## src/rtl/rcv_pkg.sv

```systemverilog
package rcv_pkg;

   typedef enum int {
      CARRY_PACKED = 0,
      CARRY_RIPPLE = 1
   } carry_style_e;

   // Raw per-element sum needs one bit more than a digit.
   function automatic int raw_width(input int w);
      return w + 1;
   endfunction

endpackage

```

## src/rtl/rcv_digit_cell.sv

```systemverilog
module rcv_digit_cell #(
   parameter int W  = 8,
   localparam int RW = rcv_pkg::raw_width(W)
) (
   input  logic [W-1:0]  a,
   input  logic [W-1:0]  b,
   input  logic [RW-1:0] radix,
   output logic [RW-1:0] raw,
   output logic          gen,
   output logic          prp
);
   logic [RW-1:0] lim;

   always_comb begin
      raw = {1'b0, a} + {1'b0, b};
      lim = radix - RW'(1);
      gen = (raw > lim);
      prp = (raw == lim);
   end
endmodule

```

## src/rtl/rcv_carry_resolve.sv

```systemverilog
module rcv_carry_resolve #(
   parameter int N = 8,
   parameter rcv_pkg::carry_style_e STYLE = rcv_pkg::CARRY_PACKED
) (
   input  logic [N-1:0] p,
   input  logic [N-1:0] g,
   input  logic         cin,
   output logic [N:0]   cvec
);
   generate
      if (STYLE == rcv_pkg::CARRY_PACKED) begin : g_packed
         logic [N:0] s;
         always_comb begin
            s    = {1'b0, p | g} + {1'b0, g} + (N+1)'(cin);
            cvec = s ^ {1'b0, p};
         end
      end else begin : g_ripple
         always_comb begin
            cvec[0] = cin;
            for (int i = 0; i < N; i++) begin
               cvec[i+1] = g[i] | (p[i] & cvec[i]);
            end
         end
      end
   endgenerate
endmodule

```

## src/rtl/rcv_digit_fix.sv

```systemverilog
module rcv_digit_fix #(
   parameter int W  = 8,
   localparam int RW = rcv_pkg::raw_width(W)
) (
   input  logic [RW-1:0] raw,
   input  logic          cin,
   input  logic [RW-1:0] radix,
   output logic [W-1:0]  digit
);
   logic [RW-1:0] t;

   always_comb begin
      t = raw + {{(RW-1){1'b0}}, cin};
      if (t >= radix) digit = W'(t - radix);
      else            digit = W'(t);
   end
endmodule

```

## src/rtl/radix_carry_vec.sv

```systemverilog
module radix_carry_vec #(
   parameter int N = 8,
   parameter int W = 8,
   parameter rcv_pkg::carry_style_e STYLE = rcv_pkg::CARRY_PACKED,
   localparam int RW = rcv_pkg::raw_width(W),
   localparam int VW = N * W
) (
   input  logic          clk,
   input  logic          rst_n,
   input  logic          start_i,
   input  logic [VW-1:0] a_i,
   input  logic [VW-1:0] b_i,
   input  logic [RW-1:0] radix_i,
   input  logic          carry_i,
   output logic [VW-1:0] sum_o,
   output logic          carry_o,
   output logic          prop_any_o,
   output logic          done_o
);
   if (N < 1) begin : g_bad_n
      $error("radix_carry_vec: N must be at least 1");
   end
   if (W < 1 || W > 30) begin : g_bad_w
      $error("radix_carry_vec: W must be in 1..30");
   end

   logic [N-1:0]  gen_v;
   logic [N-1:0]  prp_v;
   logic [N:0]    cvec;
   logic [VW-1:0] digits;

   for (genvar i = 0; i < N; i++) begin : g_elem
      logic [RW-1:0] raw;

      rcv_digit_cell #(.W(W)) u_cell (
         .a     (a_i[i*W +: W]),
         .b     (b_i[i*W +: W]),
         .radix (radix_i),
         .raw   (raw),
         .gen   (gen_v[i]),
         .prp   (prp_v[i])
      );

      rcv_digit_fix #(.W(W)) u_fix (
         .raw   (raw),
         .cin   (cvec[i]),
         .radix (radix_i),
         .digit (digits[i*W +: W])
      );
   end

   rcv_carry_resolve #(.N(N), .STYLE(STYLE)) u_resolve (
      .p    (prp_v),
      .g    (gen_v),
      .cin  (carry_i),
      .cvec (cvec)
   );

   always_ff @(posedge clk or negedge rst_n) begin
      if (!rst_n) begin
         sum_o      <= '0;
         carry_o    <= 1'b0;
         prop_any_o <= 1'b0;
         done_o     <= 1'b0;
      end else begin
         done_o <= start_i;
         if (start_i) begin
            sum_o      <= digits;
            carry_o    <= cvec[N];
            prop_any_o <= |cvec[N:1];
         end
      end
   end
endmodule

```

## config.mk

```make
export PLATFORM = sky130hd
export DESIGN_NAME = radix_carry_vec
export DESIGN_NICKNAME = d
export VERILOG_FILES = /design/src/rtl/rcv_pkg.sv /design/src/rtl/rcv_digit_cell.sv /design/src/rtl/rcv_carry_resolve.sv /design/src/rtl/rcv_digit_fix.sv /design/src/rtl/radix_carry_vec.sv
export SDC_FILE = /design/constraint.sdc
export NUM_CORES = 1
export LEC_CHECK = 0
export BUFFER_PORTS_ARGS = -buffer_cell sky130_fd_sc_hd__clkbuf_2
export CAP_MARGIN = 10
export CORE_MARGIN = 2
export CORE_UTILIZATION = 59
export CTS_BUF_LIST = sky130_fd_sc_hd__clkbuf_2 sky130_fd_sc_hd__clkbuf_4 sky130_fd_sc_hd__clkbuf_8
export DETAILED_ROUTE_END_ITERATION = 8
export PLACE_DENSITY = 0.84
export SYNTH_ARGS = -nofsm -noshare
export SYNTH_HDL_FRONTEND = slang
export SYNTH_SLANG_ARGS = --single-unit
```

## constraint.sdc

```tcl
create_clock -name clk -period 1.4 [get_ports clk]
set_clock_uncertainty 0.1 [all_clocks]
set_input_delay 0.21 -clock clk [delete_from_list [all_inputs] [get_ports clk]]
set_output_delay 0.21 -clock clk [all_outputs]
set_load 0.05 [all_outputs]
```

==> flow_metrics.env, run 1 <==
export IMPL_synth_most_common_cell="ha_1"
export IMPL_cts_htree_levels=3
export IMPL_ys_async_sr_fraction_pct=100.0
export IMPL_yosysSeqAreaShare_pct=15.20
export IMPL_clock_root_buffer="clkbuf_8"
export IMPL_synthCells=1344
export IMPL_syn_nets=1727
export IMPL_synth_top_area_share_pct=25.63
export IMPL_grt_total_usage_pct=82.12
export IMPL_yosys_warnings=0
export IMPL_synthSimpleGateAreaFrac_pct=18.43
export IMPL_cts_buffers=9
export IMPL_synth_compound_area_share_pct=21.62
export IMPL_grt_first_pass_wirelength_um=126200
export IMPL_start_util_pct=59.57
export IMPL_die_x_um=140.7
export IMPL_synth_area_leaders="ha_1 26%, dfrtp_1 15%, xnor2_1 6.8%"
export IMPL_rows=50
export IMPL_lastStage="5_1_grt"
export IMPL_grt_pass1_vias=20453
export IMPL_port_buffers=207
export IMPL_tool_error="[ERROR GRT-0116] Global routing finished with congestion. Check the congestion regions in the DRC Viewer."
export IMPL_hpwl_um=34820
export IMPL_outcome="stopped before the end"
export IMPL_synthMuxAreaShare_pct=2.654
export IMPL_yosys_area_top_type="ha_1"
export IMPL_synth_edff_count=0
export IMPL_yosysUniqueCellTypes=64
export IMPL_cts_max_path_buffers=2
export IMPL_place_gp_congestion=0.9988
export IMPL_ys_flop_type="dfrtp_1"
export IMPL_syn_cell_area_mm2=0.01103
export IMPL_yosys_top_cells_count="226 x ha_1, 156 x nor2_1, 110 x a21oi_1, 86 x xnor2_1, 75 x nand2_1"
export IMPL_clock_sinks=67
export IMPL_grt_ovfl_total=194
export IMPL_synthXorXnorAreaFrac_pct=10.40
export IMPL_die_h_um=140.7
export IMPL_grt_max_degree=68
export IMPL_ys_seq_elements=67
export IMPL_ios=208
export IMPL_syn_avg_cell_area_um2=8.208
export IMPL_synth_adder_area_share_pct=28.54
export IMPL_synth_top_family_by_area="adder cells"
==> timing repair <==
action	CTS
hold buffers	1
pin swaps	177
resized for setup	256
setup buffers	52
setup endpoints to repair	69
gates cloned	2
hold endpoints to repair	67
==> layer usage <==
layer	global-route usage (%)	GRT overflow
met4	92.68	78
met5	30.58	0
met3	66.34	5
met1	77.72	2
met2	99.49	109
==> cell families after synthesis <==
kind of cell             after synthesis
flip-flops                            67
AO/OA/AOI/OAI                        365
AND/OR/NAND/NOR                      417
XOR/XNOR                             131
multiplexers                          29
adder cells (fa/ha/maj)              242
buffers and inverters                 93
==> stage by stage <==
stage	worst slack, ns	setup TNS (ns)	hold slack, ns	cells	area [um^2]
4_1_cts	-4.208	-239.24	0.1354	2266	17910
3_3_place_gp	-4.453	-255.07	0.1564	2197	16050
3_5_place_dp	-4.842	-274.42	0.1774	2197	16050
2_1_floorplan	-4.165	-223.68	-0.1856	1344	11510
==> inputs of run 2 (changes only) <==
--- a/config.mk
+++ b/config.mk
@@ -8,10 +8,9 @@
 export BUFFER_PORTS_ARGS = -buffer_cell sky130_fd_sc_hd__clkbuf_2
 export CAP_MARGIN = 10
 export CORE_MARGIN = 2
-export CORE_UTILIZATION = 59
-export CTS_BUF_LIST = sky130_fd_sc_hd__clkbuf_2 sky130_fd_sc_hd__clkbuf_4 sky130_fd_sc_hd__clkbuf_8
+export CORE_UTILIZATION = 40
 export DETAILED_ROUTE_END_ITERATION = 8
-export PLACE_DENSITY = 0.84
+export PLACE_DENSITY_LB_ADDON = 0.15
 export SYNTH_ARGS = -nofsm -noshare
 export SYNTH_HDL_FRONTEND = slang
 export SYNTH_SLANG_ARGS = --single-unit
==> run 2 against run 1 <==
  * The flow now finishes, with violations (negative setup slack)
  * Synthesized cell count unchanged
  * Area after synthesis unchanged
==> flow_metrics.env, run 2 <==
export IMPL_outcome="finished, violations left"
export IMPL_violations="negative setup slack"
export IMPL_timing_final_crit_share_pct=392.2
export IMPL_largest_reg_flops=64
export IMPL_yosysSeqAreaShare_pct=15.20
export IMPL_cp_start_kind="primary input"
export IMPL_drtPass1Iterations=5
export IMPL_multi_input_area_mm2=0.01080
export IMPL_yosysUniqueCellTypes=64
export IMPL_core_region_area_mm2=0.02703
export IMPL_antenna_cells=0
export IMPL_final_util_pct=68.90
export IMPL_grt_first_pass_wirelength_um=63670
export IMPL_clkPwrFrac_pct=10.5
export IMPL_r2r_setup_slack_ns=0.19
export IMPL_setup_viol=66
export IMPL_layout_commonest_cell="buf_4"
export IMPL_cts_tree="built"
export IMPL_grt_antenna_before_repair=0
export IMPL_synth_edff_count=0
export IMPL_totalWireLength_um=41260
export IMPL_worstMarginPinSlew_ns=0.7848
export IMPL_most_common_layout_cells="482 x buf_4, 201 x clkbuf_2, 187 x ha_1, 137 x nor2_1, 75 x a21oi_1"
export IMPL_drc=0
export IMPL_endpoint_kind="flop"
export IMPL_port_buffers=207
export IMPL_internal_power_w=0.01286
export IMPL_seqCellArea_mm2=0.001677
export IMPL_die_h_um=170.1
export IMPL_rows=60
export IMPL_yosys_area_top_type="ha_1"
export IMPL_ios=208
export IMPL_cp_max_fo=3
export IMPL_synth_top_area_share_pct=25.63
export IMPL_clock_fmax_mhz=182.1
export IMPL_wl_per_cell_um=17.18
export IMPL_clock_root_buffer="clkbuf_16"
export IMPL_n_fill_cell=2127
export IMPL_setup_tns_ns=-240.09
export IMPL_arrival_ns=5.63
export IMPL_synth_area_leaders="ha_1 26%, dfrtp_1 15%, xnor2_1 6.8%"
export IMPL_netSwitchingPower_w=0.01161
export IMPL_p_leak_nw=9.109
export IMPL_grt_max_degree=68
export IMPL_slowest_stage="fa_2"
export IMPL_hpwl_um=31360
export IMPL_dp_slack_ns=-4.703
export IMPL_rsz0062_at_grt="yes"
export IMPL_post_route_min_period_ns=5.490
export IMPL_p_per_area_mw_per_mm2=1314
export IMPL_maxCapViolations=0
export IMPL_ys_async_sr_fraction_pct=100.0
export IMPL_clk_pin_slew_ns=0.06
export IMPL_grt_pass1_vias=13091
export IMPL_clock_latency_ns=0.35
export IMPL_dieArea_mm2=0.02892
export IMPL_syn_cell_area_mm2=0.01103
export IMPL_cts_max_path_buffers=2
export IMPL_dr_first_iter_drc_count=653
export IMPL_syn_to_final_growth_pct=68.80
export IMPL_final_nets=2439
export IMPL_syn_avg_cell_area_um2=8.208
export IMPL_hold_viol=0
export IMPL_place_gp_congestion=0.8770
export IMPL_die_x_um=170.1
export IMPL_top_register="sum_o"
export IMPL_crit_required_ns=1.54
export IMPL_synthCells=1344
export IMPL_cts_htree_levels=3
export IMPL_start_util_pct=40.82
export IMPL_max_stage_delay_ns=0.35
export IMPL_grt_total_usage_pct=27.66
export IMPL_ys_flop_type="dfrtp_1"
export IMPL_whs_ns=0.1528
export IMPL_setup_slack_ns=-4.090
export IMPL_hp_class="primary input to flop"
export IMPL_maxSlewHeadroom_pct=47.31
export IMPL_yosys_warnings=0
export IMPL_combPwrFrac_pct=76.6
export IMPL_final_layout_size_suffix_gt1_share_pct=48.47
export IMPL_yosys_top_cells_count="226 x ha_1, 156 x nor2_1, 110 x a21oi_1, 86 x xnor2_1, 75 x nand2_1"
export IMPL_peakVddDrop_v=0.0007122
export IMPL_ant_nets=0
export IMPL_crit_type="primary input to flop"
export IMPL_cts_buffers=9
export IMPL_sw_frac_of_total_pct=47.44
export IMPL_synth_most_common_cell="ha_1"
export IMPL_clock_sinks=67
export IMPL_vias=12928
export IMPL_grt_ovfl_total=0
export IMPL_post_drt_via_cell_ratio=5.382
export IMPL_drv_slew=0
export IMPL_ys_seq_elements=67
export IMPL_syn_nets=1727
export IMPL_pwr_share_seq_pct=12.9
## run 2: cell counts after synthesis
No cell type changed its count.
## run 2: area by class of cell
cell class | count | area share, %
clock inverters | 6 | 0.4838
clock buffers | 10 | 1.230
repair buffers | 722 | 27.58
well taps | 341 | 2.291
multi-input cells | 1186 | 57.99
inverters | 70 | 1.431
flip-flops and latches | 67 | 9.004
## run 2: kinds of logic (layout without fill, tap and decap cells)
| logic type | count (synthesis) | count (layout) | synth area share (%) |
|---|---|---|---|
| adders and majority gates | 242 | 242 | 28.54 |
| xor gates and xnor gates | 131 | 131 | 10.40 |
| buffers and inverters | 93 | 808 | 3.164 |
| DFF | 67 | 67 | 15.20 |
| muxes | 29 | 29 | 2.654 |
| and+or+nand+nor | 417 | 418 | 18.43 |
| AOI/OAI and AO/OA | 365 | 366 | 21.62 |
## run 2: worst paths after layout
kind / start / end / cells past startpoint
max: a_i[0] / sum_o[63] / 31
min: start_i / done_o / 2
max reg2reg: carry_o / carry_o / 3
min reg2reg: sum_o[42] / sum_o[42] / 1
max in group asynchronous: rst_n / sum_o[45] / 3
min in group asynchronous: rst_n / sum_o[5] / 3
## run 2: power by group through the flow
| stage | registers (W) | logic [W] | clock network, W |
|---|---|---|---|
| floorplan | 0.00556 | 0.00722 | 0 |
| global placement | 0.00319 | 0.0154 | 0 |
| detailed placement | 0.00320 | 0.0156 | 0 |
| CTS | 0.00317 | 0.0176 | 0.00260 |
| global route | 0.00323 | 0.0201 | 0.00268 |
| finish | 0.00316 | 0.0187 | 0.00258 |
## run 2: through the flow
step / instances / instance area, um^2 / power (W)
after floorplan: 1344 / 11510 / 0.01278
after global placement: 2317 / 16310 / 0.01857
after detailed placement: 2317 / 16310 / 0.01881
after CTS: 2379 / 18000 / 0.02332
after global routing: 2402 / 18620 / 0.02603
final: 2402 / 18620 / 0.02447
## run 2: per-layer routing
| layer | global-route usage, % | up-vias | routed length (um) |
|---|---|---|---|
| met5 | 0 | - | 0 |
| met4 | 12.56 | 0 | 1717 |
| met3 | 2.791 | 96 | 1708 |
| met2 | 49.68 | 387 | 20220 |
| met1 | 33.23 | 6089 | 17610 |
| li1 | - | 6356 | - |
## run 2: worst max-delay path: cells and delay by family
kind | cells | cell delay [ns]
compound gates | 12 | 2.00
fa+ha+maj | 5 | 1.25
xor+xnor | 1 | 0.20
buf+inv | 3 | 0.45
simple gates | 9 | 1.30
mux | 1 | 0.19
## run 2: what timing repair did
item	CTS	global route
endpoints found under the hold margin	67	0
pin swaps	146	67
setup endpoints to repair	67	67
hold buffers	1	0
resized for setup	205	82
setup buffers	44	26
gates cloned	2	0
(Power assumes the default switching activity.)
